## config.mk

```make
export PLATFORM = sky130hd
export DESIGN_NAME = eep_spd
export DESIGN_NICKNAME = d
export VERILOG_FILES = /design/src/rtl/eep_spd_pkg.sv /design/src/rtl/eep_line_mon.sv /design/src/rtl/eep_store.sv /design/src/rtl/eep_csum_scan.sv /design/src/rtl/eep_spd.sv
export SDC_FILE = /design/constraint.sdc
export NUM_CORES = 2
export LEC_CHECK = 0
export ABC_AREA = 1
export BUFFER_PORTS_ARGS = -buffer_cell sky130_fd_sc_hd__buf_2
export CAP_MARGIN = 20
export CORE_ASPECT_RATIO = 1.2
export CORE_MARGIN = 2
export CORE_UTILIZATION = 28
export CTS_BUF_LIST = sky130_fd_sc_hd__clkbuf_4 sky130_fd_sc_hd__clkbuf_8
export CTS_CLUSTER_SIZE = 28
export DETAILED_ROUTE_END_ITERATION = 8
export HOLD_SLACK_MARGIN = 0.08
export PLACE_DENSITY = 0.47
export SLEW_MARGIN = 20
export SYNTH_ARGS = -nofsm -noshare
export SYNTH_HDL_FRONTEND = slang
export SYNTH_SLANG_ARGS = --single-unit
```

## constraint.sdc

```tcl
create_clock -name clk -period 5.4 [get_ports clk]
set_clock_uncertainty 0.1 [all_clocks]
set_input_delay 0.54 -clock clk [delete_from_list [all_inputs] [get_ports clk]]
set_output_delay 0.54 -clock clk [all_outputs]
set_load 0.05 [all_outputs]
```

## src/rtl/eep_spd_pkg.sv

```systemverilog
package eep_spd_pkg;

    typedef enum logic [3:0] {
        ST_IDLE,
        ST_DEV,
        ST_DEV_ACK,
        ST_WORD,
        ST_WORD_ACK,
        ST_WDAT,
        ST_WDAT_ACK,
        ST_RDAT,
        ST_RACK,
        ST_IGNORE
    } eep_state_e;

    // Preset content of one locked byte, before the checksum slot is filled.
    function automatic logic [7:0] pattern_byte(input int idx, input int mul, input int add);
        int v;
        v = idx * mul + add;
        return v[7:0];
    endfunction

    // Low eight bits of the sum of the first `count` preset bytes.
    function automatic logic [7:0] pattern_sum(input int count, input int mul, input int add);
        logic [7:0] s;
        s = '0;
        for (int i = 0; i < count; i++) begin
            s = s + pattern_byte(i, mul, add);
        end
        return s;
    endfunction

endpackage

```

## src/rtl/eep_line_mon.sv

```systemverilog
module eep_line_mon (
    input  logic clk,
    input  logic rst_n,
    input  logic scl_i,
    input  logic sda_i,
    output logic sda_lvl,
    output logic scl_rise,
    output logic scl_fall,
    output logic start_det,
    output logic stop_det
);
    logic [1:0] scl_sync;
    logic [1:0] sda_sync;
    logic       scl_prev;
    logic       sda_prev;
    logic       scl_lvl;

    always_ff @(posedge clk or negedge rst_n) begin
        if (!rst_n) begin
            scl_sync <= 2'b11;
            sda_sync <= 2'b11;
            scl_prev <= 1'b1;
            sda_prev <= 1'b1;
        end else begin
            scl_sync <= {scl_sync[0], scl_i};
            sda_sync <= {sda_sync[0], sda_i};
            scl_prev <= scl_sync[1];
            sda_prev <= sda_sync[1];
        end
    end

    assign scl_lvl   = scl_sync[1];
    assign sda_lvl   = sda_sync[1];
    assign scl_rise  = scl_lvl & ~scl_prev;
    assign scl_fall  = ~scl_lvl & scl_prev;
    assign start_det = scl_lvl & scl_prev & sda_prev & ~sda_lvl;
    assign stop_det  = scl_lvl & scl_prev & ~sda_prev & sda_lvl;
endmodule

```

## src/rtl/eep_store.sv

```systemverilog
module eep_store #(
    parameter int ADDR_W     = 8,
    parameter int LOCK_SPLIT = 128,
    parameter int CSUM_IDX   = 63,
    parameter int PAT_MUL    = 37,
    parameter int PAT_ADD    = 11
) (
    input  logic              clk,
    input  logic              rst_n,
    input  logic              we,
    input  logic [ADDR_W-1:0] waddr,
    input  logic [7:0]        wdata,
    input  logic [ADDR_W-1:0] raddr_a,
    output logic [7:0]        rdata_a,
    input  logic [ADDR_W-1:0] raddr_b,
    output logic [7:0]        rdata_b
);
    import eep_spd_pkg::*;

    localparam int         DEPTH = 1 << ADDR_W;
    localparam logic [7:0] CSUM  = pattern_sum(CSUM_IDX, PAT_MUL, PAT_ADD);

    logic [7:0] mem [DEPTH];

    always_ff @(posedge clk or negedge rst_n) begin
        if (!rst_n) begin
            for (int i = 0; i < DEPTH; i++) begin
                if (i >= LOCK_SPLIT)    mem[i] <= 8'hFF;
                else if (i == CSUM_IDX) mem[i] <= CSUM;
                else                    mem[i] <= pattern_byte(i, PAT_MUL, PAT_ADD);
            end
        end else if (we && (int'(waddr) >= LOCK_SPLIT)) begin
            mem[waddr] <= wdata;
        end
    end

    assign rdata_a = mem[raddr_a];
    assign rdata_b = mem[raddr_b];
endmodule

```

## src/rtl/eep_csum_scan.sv

```systemverilog
module eep_csum_scan #(
    parameter int ADDR_W   = 8,
    parameter int CSUM_IDX = 63
) (
    input  logic              clk,
    input  logic              rst_n,
    output logic [ADDR_W-1:0] rd_addr,
    input  logic [7:0]        rd_data,
    output logic              csum_ok,
    output logic              scan_done
);
    localparam int              IW      = $clog2(CSUM_IDX + 1);
    localparam logic [IW-1:0]   IDX_END = IW'(CSUM_IDX);

    logic [IW-1:0] idx;
    logic [7:0]    acc;

    always_ff @(posedge clk or negedge rst_n) begin
        if (!rst_n) begin
            idx       <= '0;
            acc       <= '0;
            csum_ok   <= 1'b0;
            scan_done <= 1'b0;
        end else if (!scan_done) begin
            if (idx == IDX_END) begin
                csum_ok   <= (acc == rd_data);
                scan_done <= 1'b1;
            end else begin
                acc <= acc + rd_data;
                idx <= idx + 1'b1;
            end
        end
    end

    assign rd_addr = ADDR_W'(idx);
endmodule

```

## src/rtl/eep_spd.sv

```systemverilog
module eep_spd #(
    parameter int         ADDR_W     = 8,
    parameter int         LOCK_SPLIT = 128,
    parameter int         CSUM_IDX   = 63,
    parameter int         PAT_MUL    = 37,
    parameter int         PAT_ADD    = 11,
    parameter logic [4:0] DEV_PREFIX = 5'b10100
) (
    input  logic       clk,
    input  logic       rst_n,
    input  logic       scl_i,
    input  logic       sda_i,
    output logic       sda_oe,
    input  logic [1:0] strap,
    output logic       csum_ok
);
    import eep_spd_pkg::*;

    localparam logic [3:0]        BITS_FULL = 4'd8;
    localparam logic [ADDR_W-1:0] PTR_ONE   = ADDR_W'(1);

    logic sda_lvl, scl_rise, scl_fall, start_det, stop_det;

    eep_line_mon u_line (
        .clk       (clk),
        .rst_n     (rst_n),
        .scl_i     (scl_i),
        .sda_i     (sda_i),
        .sda_lvl   (sda_lvl),
        .scl_rise  (scl_rise),
        .scl_fall  (scl_fall),
        .start_det (start_det),
        .stop_det  (stop_det)
    );

    eep_state_e        state, state_nx;
    logic [3:0]        bitcnt;
    logic [7:0]        shreg;
    logic [6:0]        txreg;
    logic [ADDR_W-1:0] ptr;
    logic              acked;
    logic [7:0]        rd_data;
    logic [ADDR_W-1:0] scan_addr;
    logic [7:0]        scan_data;
    logic              scan_done;
    logic              full;
    logic              dev_match;
    logic              mem_we;
    logic              is_ack_nx;
    logic              in_ack;

    assign full      = (bitcnt == BITS_FULL);
    assign dev_match = (shreg[7:1] == {DEV_PREFIX, strap});
    assign mem_we    = (state == ST_WDAT) && scl_fall && full && !start_det && !stop_det;
    assign is_ack_nx = (state_nx == ST_DEV_ACK) || (state_nx == ST_WORD_ACK) || (state_nx == ST_WDAT_ACK);
    assign in_ack    = (state == ST_DEV_ACK) || (state == ST_WORD_ACK) || (state == ST_WDAT_ACK);

    eep_store #(
        .ADDR_W     (ADDR_W),
        .LOCK_SPLIT (LOCK_SPLIT),
        .CSUM_IDX   (CSUM_IDX),
        .PAT_MUL    (PAT_MUL),
        .PAT_ADD    (PAT_ADD)
    ) u_store (
        .clk     (clk),
        .rst_n   (rst_n),
        .we      (mem_we),
        .waddr   (ptr),
        .wdata   (shreg),
        .raddr_a (ptr),
        .rdata_a (rd_data),
        .raddr_b (scan_addr),
        .rdata_b (scan_data)
    );

    eep_csum_scan #(
        .ADDR_W   (ADDR_W),
        .CSUM_IDX (CSUM_IDX)
    ) u_scan (
        .clk       (clk),
        .rst_n     (rst_n),
        .rd_addr   (scan_addr),
        .rd_data   (scan_data),
        .csum_ok   (csum_ok),
        .scan_done (scan_done)
    );

    // Next-state decision
    always_comb begin
        state_nx = state;
        if (stop_det) begin
            state_nx = ST_IDLE;
        end else if (start_det) begin
            state_nx = ST_DEV;
        end else begin
            unique case (state)
                ST_IDLE, ST_IGNORE: state_nx = state;
                ST_DEV:      if (scl_fall && full) state_nx = dev_match ? ST_DEV_ACK : ST_IGNORE;
                ST_DEV_ACK:  if (scl_fall) state_nx = shreg[0] ? ST_RDAT : ST_WORD;
                ST_WORD:     if (scl_fall && full) state_nx = ST_WORD_ACK;
                ST_WORD_ACK: if (scl_fall) state_nx = ST_WDAT;
                ST_WDAT:     if (scl_fall && full) state_nx = ST_WDAT_ACK;
                ST_WDAT_ACK: if (scl_fall) state_nx = ST_WDAT;
                ST_RDAT:     if (scl_fall && full) state_nx = ST_RACK;
                ST_RACK:     if (scl_fall) state_nx = acked ? ST_RDAT : ST_IGNORE;
                default:     state_nx = ST_IDLE;
            endcase
        end
    end

    // State register
    always_ff @(posedge clk or negedge rst_n) begin
        if (!rst_n) state <= ST_IDLE;
        else        state <= state_nx;
    end

    // Datapath and bus output
    always_ff @(posedge clk or negedge rst_n) begin
        if (!rst_n) begin
            bitcnt <= '0;
            shreg  <= '0;
            txreg  <= '0;
            ptr    <= '0;
            acked  <= 1'b0;
            sda_oe <= 1'b0;
        end else if (start_det || stop_det) begin
            bitcnt <= '0;
            sda_oe <= 1'b0;
        end else begin
            if (scl_rise) begin
                if ((state == ST_DEV || state == ST_WORD || state == ST_WDAT) && !full) begin
                    shreg  <= {shreg[6:0], sda_lvl};
                    bitcnt <= bitcnt + 4'd1;
                end
                if (state == ST_RDAT && !full) bitcnt <= bitcnt + 4'd1;
                if (state == ST_RACK) acked <= ~sda_lvl;
            end
            if (scl_fall) begin
                if (in_ack) begin
                    sda_oe <= 1'b0;
                    bitcnt <= '0;
                end
                if (is_ack_nx && state_nx != state) begin
                    sda_oe <= 1'b1;
                    bitcnt <= '0;
                end
                if (state == ST_WORD && full) ptr <= shreg[ADDR_W-1:0];
                if (mem_we) ptr <= ptr + PTR_ONE;
                if (state_nx == ST_RDAT && state != ST_RDAT) begin
                    txreg  <= rd_data[6:0];
                    sda_oe <= ~rd_data[7];
                    ptr    <= ptr + PTR_ONE;
                    bitcnt <= '0;
                end else if (state == ST_RDAT && state_nx == ST_RDAT && bitcnt != 4'd0) begin
                    txreg  <= {txreg[5:0], 1'b0};
                    sda_oe <= ~txreg[6];
                end
                if (state == ST_RDAT && state_nx == ST_RACK) sda_oe <= 1'b0;
                if (state_nx == ST_IGNORE) sda_oe <= 1'b0;
            end
        end
    end
endmodule

```

==> impl_metrics.csv <==
group,metric,value,unit
power,p_seq_share,46.4,%
cells_and_area,final_cell_area,0.105,mm2
sta,final.setup.tns,0,ps
logic_synthesis,synth_cell_types,47,
sta,timing.final.crit_share,85.8,%
worst_setup_path,slowest_delay,790,ps
sta,timing.final.crit_period,4630,ps
logic_synthesis,synth-edff-count,0,
worst_setup_path,path_common_cell,"nand2_1",
logic_synthesis,yosysWarnings,0,
power,vdd_ir_drop_max,0.000178,V
worst_setup_path,cp.arrival,5450,ps
logic_synthesis,synthSimpleGateAreaFrac,17.6,%
worst_setup_path,timing_worst_setup_path_type,"flop to flop",
sta,finalWorstSetupSlack,766,ps
placed_design,placed_area,0.0967,mm2
cells_and_area,drive_gt1_share,23.7,%
drt,vias_per_cell,4.74,
cells_and_area,layout.nets,10500,
cells_and_area,final_cells,15200,
worst_setup_path,r2r-start,"ptr[1]",
logic_synthesis,yosysSeqAreaShare,57.1,%
power,p_sw_share,25.9,%
power,pwr-share-clk,47.5,%
die,design.core.area,0.340,mm2
worst_setup_path,cp_max_fo,44,
placed_design,gp_congestion,0.840,
logic_synthesis,synth_xor_area_share,0.119,%
sta,hold_viol_final,0,
cells_and_area,syn2layout_area_growth,9.92,%
power,power_leakage,42.3,nW
clock_tree,root_buffer,"clkbuf_8",
logic_synthesis,syn_inst,11600,
sta,rsz0062_at_grt,"false",
hold_path,min-delay-start,"u_line.sda_sync[1]",
worst_setup_path,startpoint,"ptr[1]",
power,internal-power,0.0255,W
clock_tree,h-tree-depth,5,
status,outcome,"complete, no violations",
die,die_h,644,um
logic_synthesis,synthMuxAreaShare,0,%
placed_design,hpwl,175,mm
sta,worst-slew-pin-transition,976,ps
logic_synthesis,syn_area_per_cell,8.25,um2
hold_path,min_path_type,"flop to flop",
placed_design,dp.cells,14600,
logic_synthesis,netlist_area,0.0956,mm2
grt,grt_max_degree,168,
die,dieArea,0.346,mm2
run,maxCapViolations,0,
drt,num_vias,72300,
grt,grt_pass1_vias,72300,
drt,drt_iter0_drc,5660,
clock_tree,cts_setup_buffers,0,
power,combPwrFrac,6.1,%
grt,grt_pass1_wl,452,mm
drt,wire_per_inst,19.3,um
drt,dr.pass1.iters,6,
power,p_per_area,327,mW/mm2
drt,totalWireLength,294,mm
logic_synthesis,synthAdderAreaFrac,0.204,%
logic_synthesis,syn-num-nets,11600,
worst_setup_path,end_kind,"flop",
drt,postRouteAntennaNets,0,
logic_synthesis,synth_compound_area_share,16.2,%
logic_synthesis,synth_top_family_by_area,"simple AND/OR/NAND/NOR gates",
die,fp-row-count,235,
sta,setup_viol_count_final,0,
grt,overflow,0,
power,switchingPower,0.00892,W
drt,drc_errors,0,
grt,track_usage,16.7,%
grt,antenna_found_initial,1,
sta,clock.fmax,216,MHz
logic_synthesis,yosys_most_used_dff,"dfstp_2",
worst_setup_path,cp_cell_sequence,"buf_4 -> buf_4 -> nor2_1 -> o21ai_0 -> o21ai_0 -> nand2_1 -> nand2_1 -> o21ai_0 -> nand2_1 -> nor2_1 -> nand2_1 -> nor2_1 -> nand3_1 -> nand3_1 -> nand2_1",
clock_tree,clock-sinks,2103,
die,start_util,28.1,%
clock_tree,cts_buffers,378,
clock_tree,clk_pin_slew_worst_paths,60,ps
logic_synthesis,synth-async-reset-ratio,100,%
clock_tree,cts.path.max_buffers,4,
die,die_w,537,um
worst_setup_path,cp-start-kind,"flop",
cells_and_area,n_fill_cell,35800,
worst_setup_path,worst_path_max_delay_cell,"o21ai_0",
sta,relSlewSlack,34.2,%
clock_tree,clkLatencyLatePin,1090,ps
die,io_pins,8,
worst_setup_path,required,6220,ps
sta,drv_slew,0,
clock_tree,cts_tree,"built",
cells_and_area,final_util,30.9,%
logic_synthesis,synth-seq-cells,2103,
placed_design,post-place-ws,808,ps
placed_design,numPortBuffers,7,
==> metrics by stage <==
| stage | hold WS (ps) | power (W) |
|---|---|---|
| final | 263 | 0.0344 |
| after global routing | 266 | 0.0358 |
| after CTS | 264 | 0.0350 |
| after detailed placement | 256 | 0.0183 |
| after global placement | 256 | 0.0183 |
| after floorplan | 144 | 0.0171 |
==> path summary, 6_finish.rpt <==
path,end,slack (ps),cells after the start
max,txreg[6],770,15
min,u_line.sda_prev,260,0
max reg2reg,txreg[6],770,15
min reg2reg,u_line.sda_prev,260,0
max in group asynchronous,u_store.mem[1328],3620,3
min in group asynchronous,u_store.mem[163],500,2
==> layout by cell type, fill, tap and decap left out, drive strengths merged, types with 28 or more instances in the layout <==
cell type     n
a21oi       354
a22o         28
buf         248
clkbuf      616
clkinv       28
dfrtp       559
dfstp      1544
inv         386
nand2      2796
nand3       147
nand4        56
nor2       1310
o211ai       85
o21ai      2313
o22ai       156
==> state kept, by name, indices dropped and copies added (netlist names), 2 cells and up <==
name / flops
u_scan.idx: 6
u_line.sda_sync: 2
u_store.mem: 2048
shreg: 8
u_line.scl_sync: 2
state: 4
ptr: 8
bitcnt: 4
u_scan.acc: 8
txreg: 7
==> cell type report <==
type,instances,area (um2),share of cell area (%)
antenna,2,5.00,0.00476
clock buffer,616,7570,7.20
clock inverter,58,712,0.677
inverter,369,1430,1.36
multi-input combinational,7337,32700,31.1
sequential,2103,54600,51.9
tap,4503,5630,5.36
timing repair buffer,256,2500,2.38
==> power groups by stage <==
stage          clock, W  sequential [W]  combinational, W
6_report         0.0163          0.0160           0.00210
5_1_grt          0.0176          0.0160           0.00230
4_1_cts          0.0168          0.0160           0.00215
3_5_place_dp          0          0.0162           0.00214
3_3_place_gp          0          0.0162           0.00212
2_1_floorplan         0          0.0162          0.000989
==> cells in the mapped netlist, drive strengths merged, types with 8 or more instances <==
master,number,area share (%)
xor2,12,0.11
dfstp,1544,42
buf,291,1.5
a22o,28,0.26
nor2,1310,5.2
nand4,56,0.37
a31oi,14,0.11
dfrtp,559,15
clkbuf,1488,5.8
o211ai,85,0.67
ha,14,0.18
nand3,147,0.77
a22oi,8,0.063
nor3,14,0.13
o21ai,2313,12
a21oi,354,1.9
inv,364,1.4
o22ai,156,1.0
nand2,2796,11
==> per-layer routing <==
| metal | global-route usage (%) | wire (um) | share of wire (%) |
|---|---|---|---|
| met1 | 22.8 | 134000 | 46 |
| met2 | 27.1 | 137000 | 47 |
| met3 | 2.20 | 13600 | 4.6 |
| met4 | 5.59 | 9170 | 3.1 |
| met5 | 0 | 0 | 0 |
==> critical path, delay by kind of cell, from the launching register on <==
kind                   cells  cell delay, ps
buffers and inverters      2            1080
and+or+nand+nor           10            1580
DFF                        1             700
AOI/OAI and AO/OA          3            1020
==> kinds of logic (layout without fill, tap and decap cells) <==
family / Yosys count / in the layout
compound gates: 2974 / 2974
xor+xnor: 13 / 13
fa+ha+maj: 15 / 15
buf+inv: 2148 / 1299
flops: 2103 / 2103
other cells: 0 / 2
simple gates: 4335 / 4335
==> repair_timing <==
item                                    CTS  global route
endpoints found under the setup margin    0             0
gates resized for setup                   0             0
endpoints found under the hold margin   183             0
hold buffers                              8             0
Note: power is estimated with default switching activity, not from simulation.
